--- config.mk ---
export PLATFORM = sky130hd
export DESIGN_NAME = sclk_cs_gen
export DESIGN_NICKNAME = d
export VERILOG_FILES = /design/src/rtl/sclk_cs_pkg.sv /design/src/rtl/cs_pattern.sv /design/src/rtl/half_tick.sv /design/src/rtl/sclk_cs_gen.sv
export SDC_FILE = /design/constraint.sdc
export NUM_CORES = 1
export LEC_CHECK = 0
export BUFFER_PORTS_ARGS = -buffer_cell sky130_fd_sc_hd__buf_2
export CAP_MARGIN = 10
export CORE_ASPECT_RATIO = 0.5
export CORE_MARGIN = 2
export CORE_UTILIZATION = 57
export DETAILED_ROUTE_END_ITERATION = 7
export HOLD_SLACK_MARGIN = 0.08
export PLACE_DENSITY = 0.83
export SETUP_SLACK_MARGIN = 0.2
export SLEW_MARGIN = 15
export SYNTH_ARGS = -nofsm -noshare
export SYNTH_HDL_FRONTEND = slang
export SYNTH_SLANG_ARGS = --single-unit
--- constraint.sdc ---
create_clock -name clk -period 4.15 [get_ports clk]
set_input_delay 0.83 -clock clk [delete_from_list [all_inputs] [get_ports clk]]
set_output_delay 0.83 -clock clk [all_outputs]
set_load 0.03 [all_outputs]
--- src/rtl/sclk_cs_pkg.sv ---
package sclk_cs_pkg;
  typedef enum logic [2:0] {
    ST_IDLE,
    ST_SWAP,
    ST_LEAD,
    ST_RUN,
    ST_TAIL,
    ST_GAP
  } seq_st_t;
endpackage

--- src/rtl/cs_pattern.sv ---
module cs_pattern #(
  parameter int NCS = 4
) (
  input  logic           decode,
  input  logic [NCS-1:0] sel,
  output logic [NCS-1:0] pat
);
  localparam int SEL_W = (NCS > 1) ? $clog2(NCS) : 1;

  logic [NCS-1:0] onehot_n;

  genvar k;
  generate
    for (k = 0; k < NCS; k++) begin : g_lane
      // lane k goes low only when the index selects it
      assign onehot_n[k] = (sel[SEL_W-1:0] != SEL_W'(k));
    end
  endgenerate

  assign pat = decode ? sel : onehot_n;
endmodule

--- src/rtl/half_tick.sv ---
module half_tick #(
  parameter int W = 4
) (
  input  logic         clk,
  input  logic         rst,
  input  logic         run,
  input  logic [W-1:0] div,
  output logic         tick
);
  logic [W-1:0] cnt_q;

  assign tick = run && (cnt_q == div);

  always_ff @(posedge clk) begin
    if (rst || !run || tick) cnt_q <= '0;
    else                     cnt_q <= cnt_q + W'(1);
  end
endmodule

--- src/rtl/sclk_cs_gen.sv ---
module sclk_cs_gen
  import sclk_cs_pkg::*;
#(
  parameter int BAUD_W    = 4,
  parameter int DLY_W     = 8,
  parameter int NCS       = 4,
  parameter int UNIT_BITS = 8
) (
  input  logic              clk,
  input  logic              rst,
  input  logic              cfg_en,
  input  logic              cfg_cpol,
  input  logic              cfg_cpha,
  input  logic              cfg_decode,
  input  logic [BAUD_W-1:0] cfg_baud,
  input  logic [NCS-1:0]    cfg_csel,
  input  logic [DLY_W-1:0]  cfg_lead,
  input  logic [DLY_W-1:0]  cfg_tail,
  input  logic [DLY_W-1:0]  cfg_gap,
  input  logic [DLY_W-1:0]  cfg_swap,
  input  logic              frm_start,
  input  logic              frm_stop,
  output logic              sclk,
  output logic [NCS-1:0]    cs_n,
  output logic              shift_stb,
  output logic              sample_stb,
  output logic              idle
);
  localparam int TMR_W = DLY_W + BAUD_W + 2;
  localparam int BIT_W = (UNIT_BITS > 1) ? $clog2(UNIT_BITS) : 1;

  seq_st_t        st_q, st_d;
  logic [TMR_W-1:0] tmr_q, tmr_d;
  logic           ph_q, ph_d;
  logic [BIT_W-1:0] bit_q, bit_d;
  logic           stop_q, stop_d;
  logic [NCS-1:0] pat_q, pat_d, last_q, last_d, pat_now;
  logic           tick, lead_e, trail_e, run;
  logic [TMR_W-1:0] half_w, tail_ld, gap_ld;

  assign half_w  = TMR_W'(cfg_baud) + TMR_W'(1);
  // built-in extras: one SCLK period plus three (tail) or one (gap) cycles
  assign tail_ld = TMR_W'(cfg_tail) + (half_w << 1) + TMR_W'(2);
  assign gap_ld  = TMR_W'(cfg_gap) + (half_w << 1) - TMR_W'(1);
  assign run     = cfg_en && (st_q == ST_RUN);

  cs_pattern #(.NCS(NCS)) u_pat (
    .decode (cfg_decode),
    .sel    (cfg_csel),
    .pat    (pat_now)
  );

  half_tick #(.W(BAUD_W)) u_div (
    .clk  (clk),
    .rst  (rst),
    .run  (run),
    .div  (cfg_baud),
    .tick (tick)
  );

  always_comb begin
    st_d    = st_q;
    tmr_d   = tmr_q;
    ph_d    = ph_q;
    bit_d   = bit_q;
    stop_d  = stop_q;
    pat_d   = pat_q;
    last_d  = last_q;
    lead_e  = 1'b0;
    trail_e = 1'b0;
    if (!cfg_en) begin
      st_d   = ST_IDLE;
      tmr_d  = '0;
      ph_d   = 1'b0;
      bit_d  = '0;
      stop_d = 1'b0;
    end else begin
      unique case (st_q)
        ST_IDLE: begin
          if (frm_start) begin
            pat_d  = pat_now;
            last_d = pat_now;
            stop_d = 1'b0;
            if (pat_now != last_q) begin
              st_d  = ST_SWAP;
              tmr_d = TMR_W'(cfg_swap);
            end else begin
              st_d  = ST_LEAD;
              tmr_d = TMR_W'(cfg_lead);
            end
          end
        end
        ST_SWAP: begin
          if (tmr_q == '0) begin
            st_d  = ST_LEAD;
            tmr_d = TMR_W'(cfg_lead);
          end else tmr_d = tmr_q - TMR_W'(1);
        end
        ST_LEAD: begin
          stop_d = stop_q | frm_stop;
          if (tmr_q == '0) begin
            st_d  = ST_RUN;
            ph_d  = 1'b0;
            bit_d = '0;
          end else tmr_d = tmr_q - TMR_W'(1);
        end
        ST_RUN: begin
          stop_d = stop_q | frm_stop;
          if (tick) begin
            ph_d = ~ph_q;
            if (!ph_q) lead_e = 1'b1;
            else begin
              trail_e = 1'b1;
              if (bit_q == BIT_W'(UNIT_BITS - 1)) begin
                bit_d = '0;
                if (stop_d) begin
                  st_d   = ST_TAIL;
                  tmr_d  = tail_ld;
                  stop_d = 1'b0;
                end
              end else bit_d = bit_q + BIT_W'(1);
            end
          end
        end
        ST_TAIL: begin
          if (tmr_q == '0) begin
            st_d  = ST_GAP;
            tmr_d = gap_ld;
          end else tmr_d = tmr_q - TMR_W'(1);
        end
        ST_GAP: begin
          if (tmr_q == '0) st_d = ST_IDLE;
          else             tmr_d = tmr_q - TMR_W'(1);
        end
        default: st_d = ST_IDLE;
      endcase
    end
  end

  always_ff @(posedge clk) begin
    if (rst) begin
      st_q       <= ST_IDLE;
      tmr_q      <= '0;
      ph_q       <= 1'b0;
      bit_q      <= '0;
      stop_q     <= 1'b0;
      pat_q      <= '1;
      last_q     <= '1;
      sclk       <= 1'b0;
      cs_n       <= '1;
      shift_stb  <= 1'b0;
      sample_stb <= 1'b0;
      idle       <= 1'b1;
    end else begin
      st_q       <= st_d;
      tmr_q      <= tmr_d;
      ph_q       <= ph_d;
      bit_q      <= bit_d;
      stop_q     <= stop_d;
      pat_q      <= pat_d;
      last_q     <= last_d;
      sclk       <= cfg_cpol ^ ph_d;
      cs_n       <= (st_d == ST_LEAD || st_d == ST_RUN || st_d == ST_TAIL) ? pat_d : '1;
      sample_stb <= (lead_e & ~cfg_cpha) | (trail_e & cfg_cpha);
      shift_stb  <= (lead_e & cfg_cpha) | (trail_e & ~cfg_cpha);
      idle       <= (st_d == ST_IDLE);
    end
  end
endmodule

==> results.cfg <==
[run_status]
status = finished with violations
violations = DRC

[logic_synthesis]
synth_async_sr_flop_share = 0
ys_seq_area_frac = 0.248
synth_top_area_share = 0.248
synthTopCellsByCount = 46 x nand2_1, 42 x dfxtp_1, 38 x nor2_1, 37 x a21oi_1, 35 x inv_1
synth_mux_area_frac = 0.0347
synth_top_family_by_area = simple AND/OR/NAND/NOR gates
yosysMostFrequentCell = nand2_1
synth_fa_ha_area_frac = 0.130
synth_area_leaders = dfxtp_1 25%, ha_1 12%, a21oi_1 5.5%
yosysUniqueCellTypes = 67
synth_edf_count = 0
synth_compound_area_frac = 0.213
yosys_warnings = 0
synthFlopType = dfxtp_1
syn_area_um2 = 3390
synthSimpleGateAreaFrac = 0.237
syn_nets = 510
netlist_instances = 428
yosys.area_share.xor_xnor = 0.0724
ys_seq_elements = 42
syn_avg_cell_area_um2 = 7.92
yosysTopAreaCell = dfxtp_1

[timing]
layout_min_cycle_time_ps = 3170
worst_slew_pin_slew_ps = 842
max_slew_margin = 0.438
whs_ps = 455
fin_skew_ps = 3.44
drv_slew = 0
grt_setup_unrepaired = no
period_share = 0.765
max_freq_ghz = 0.315
fin_setup_tns_ps = 0
setup_violations = 0
timing_hold_violations_final = 0

[run]
cap_violations = 0

[setup_path]
crit_path_max_fanout = 5
crit_path_start_kind = input port
crit_path_start = cfg_baud[0]
setup.worst_path.end_class = flop
crit_type = in -> reg
arrival_ps = 3340
required_ps = 4320
timing.rr.start = st_q[0]

[routing]
drtAntennaViolNets = 0
routed_wl_um = 8240
drc = 4
avgViaCountPerCell = 5.93
wire_per_inst_um = 15.0
dr.pass1.iters = 7
via_count = 3265
drt_iter0_markers = 281

[placement]
place_congestion = 0.997
io_buffers = 55
dp.cells = 543
dpl_cell_area_um2 = 3670
place_hpwl_um = 6230

[floorplanning]
io_pins = 56
num_rows = 19
core_area_um2 = 5610
start_util = 0.604
die_area_um2 = 6620
die_y_um = 58.5
fp.dieW_um = 113

[clock_network]
cts_buffers = 5
clockBufferDepth = 2
clk_latency_ps = 290
clock_sinks = 42
clkSlewWorstSetupHoldPaths_ps = 60
cts_setup_buffers = 0
root_buffer = clkbuf_16
ctsResizeCount = 0
htree_levels = 2
cts_hold_buf = 0
cts_tree = done

[global_route]
grt_max_degree = 22
antenna_found_initial = 0
grt_usage = 0.264
grt_pass1_wl_um = 13900
overflow = 0
grt_pass1_vias = 2966

[hold_path]
holdCritPathClass = reg -> reg
hold_path.startpoint = pat_q[2]

[cells_and_area]
syn2layout_area_growth_pct = 12.8
final_nets = 559
drive_above_1_share = 0.178
nFillCells = 481
stdcell_area_um2 = 3820
fin_cells = 551
diodes = 0

[power_and_ir_drop]
p_leak_nw = 1.76
vdd_ir_drop_max_v = 0.000189
p_total_mw = 1.24
p_per_area_nw_per_um2 = 325
[path summary, 6_finish.rpt]
path	end	slack (ps)	depth (start not counted)
max	tmr_q[8]	980	14
min	pat_q[2]	460	2
max reg2reg	tmr_q[0]	1420	6
min reg2reg	pat_q[2]	460	2
[critical path: stages]
cell and delay, ps:
buf_2 140, ha_1 220, xor2_1 180, inv_1 60, ha_1 260, inv_1 40, ha_1 320, o21ai_0 120
or4b_2 630, o211ai_1 130, xnor2_1 140, o221ai_1 130, nand2_1 90, a21oi_1 60
[cell families (layout without fill, tap and decap cells)]
logic type | count (synthesis) | count (layout)
AND/OR/NAND/NOR | 156 | 156
AO/OA/AOI/OAI | 108 | 108
adder cells (fa/ha/maj) | 34 | 34
buffers and inverters | 49 | 99
flip-flops | 42 | 42
multiplexers | 11 | 11
XOR/XNOR | 28 | 28
[power by group]
group          internal [mW]  switching, mW  leakage, nW  total, mW
sequential             0.419         0.0211        0.342      0.440
combinational          0.173          0.234         1.35      0.406
clock                  0.226          0.170       0.0704      0.396
total                  0.817          0.425         1.76       1.24
[area by class of cell]
class                   count  area (um^2)  share of cell area
clock buffers               5          125              0.0327
clock inverters             3         25.0             0.00654
inverters                  35          131              0.0343
multi-input cells         337         2330               0.609
flip-flops and latches     42          841               0.220
well taps                  73         91.3              0.0239
repair buffers             56          283              0.0739
[cells in the final DEF (no fill, tap or decap), types with 8 or more instances in the layout]
cell type and instances:
nor3_1 15, nand3_1 8, inv_1 35, buf_2 55, xnor2_1 14, dfxtp_1 42
a21oi_1 37, nor2_1 38, xor2_1 14, nand2_1 46, o21ai_0 14, ha_1 32
[metal layers]
metal	GRT usage	share of wire	wire length, um	vias to the layer above
li1	-	-	-	1615
met1	0.383	0.49	4040	1509
met2	0.399	0.42	3440	126
met3	0.0608	0.079	653	15
met4	0.0697	0.013	108	0
met5	0	0	0	-
[sequential cells by signal, indices dropped and copies added, names as in the netlist]
name and flops:
idle 1, shift_stb 1, sclk 1, cs_n 4
stop_q 1, ph_q 1, tmr_q 14, sample_stb 1
bit_q 3, u_div.cnt_q 4, last_q 4, pat_q 4
st_q 3
[metrics by stage]
| step | util | setup slack (ps) |
|---|---|---|
| 3_5_place_dp | 0.655 | 701 |
| 5_1_grt | 0.682 | 780 |
| 4_1_cts | 0.682 | 993 |
| 2_1_floorplan | - | 1010 |
| 6_report | 0.682 | 977 |
| 3_3_place_gp | 0.655 | 735 |
No activity file was read; power rests on OpenSTA's default activity.
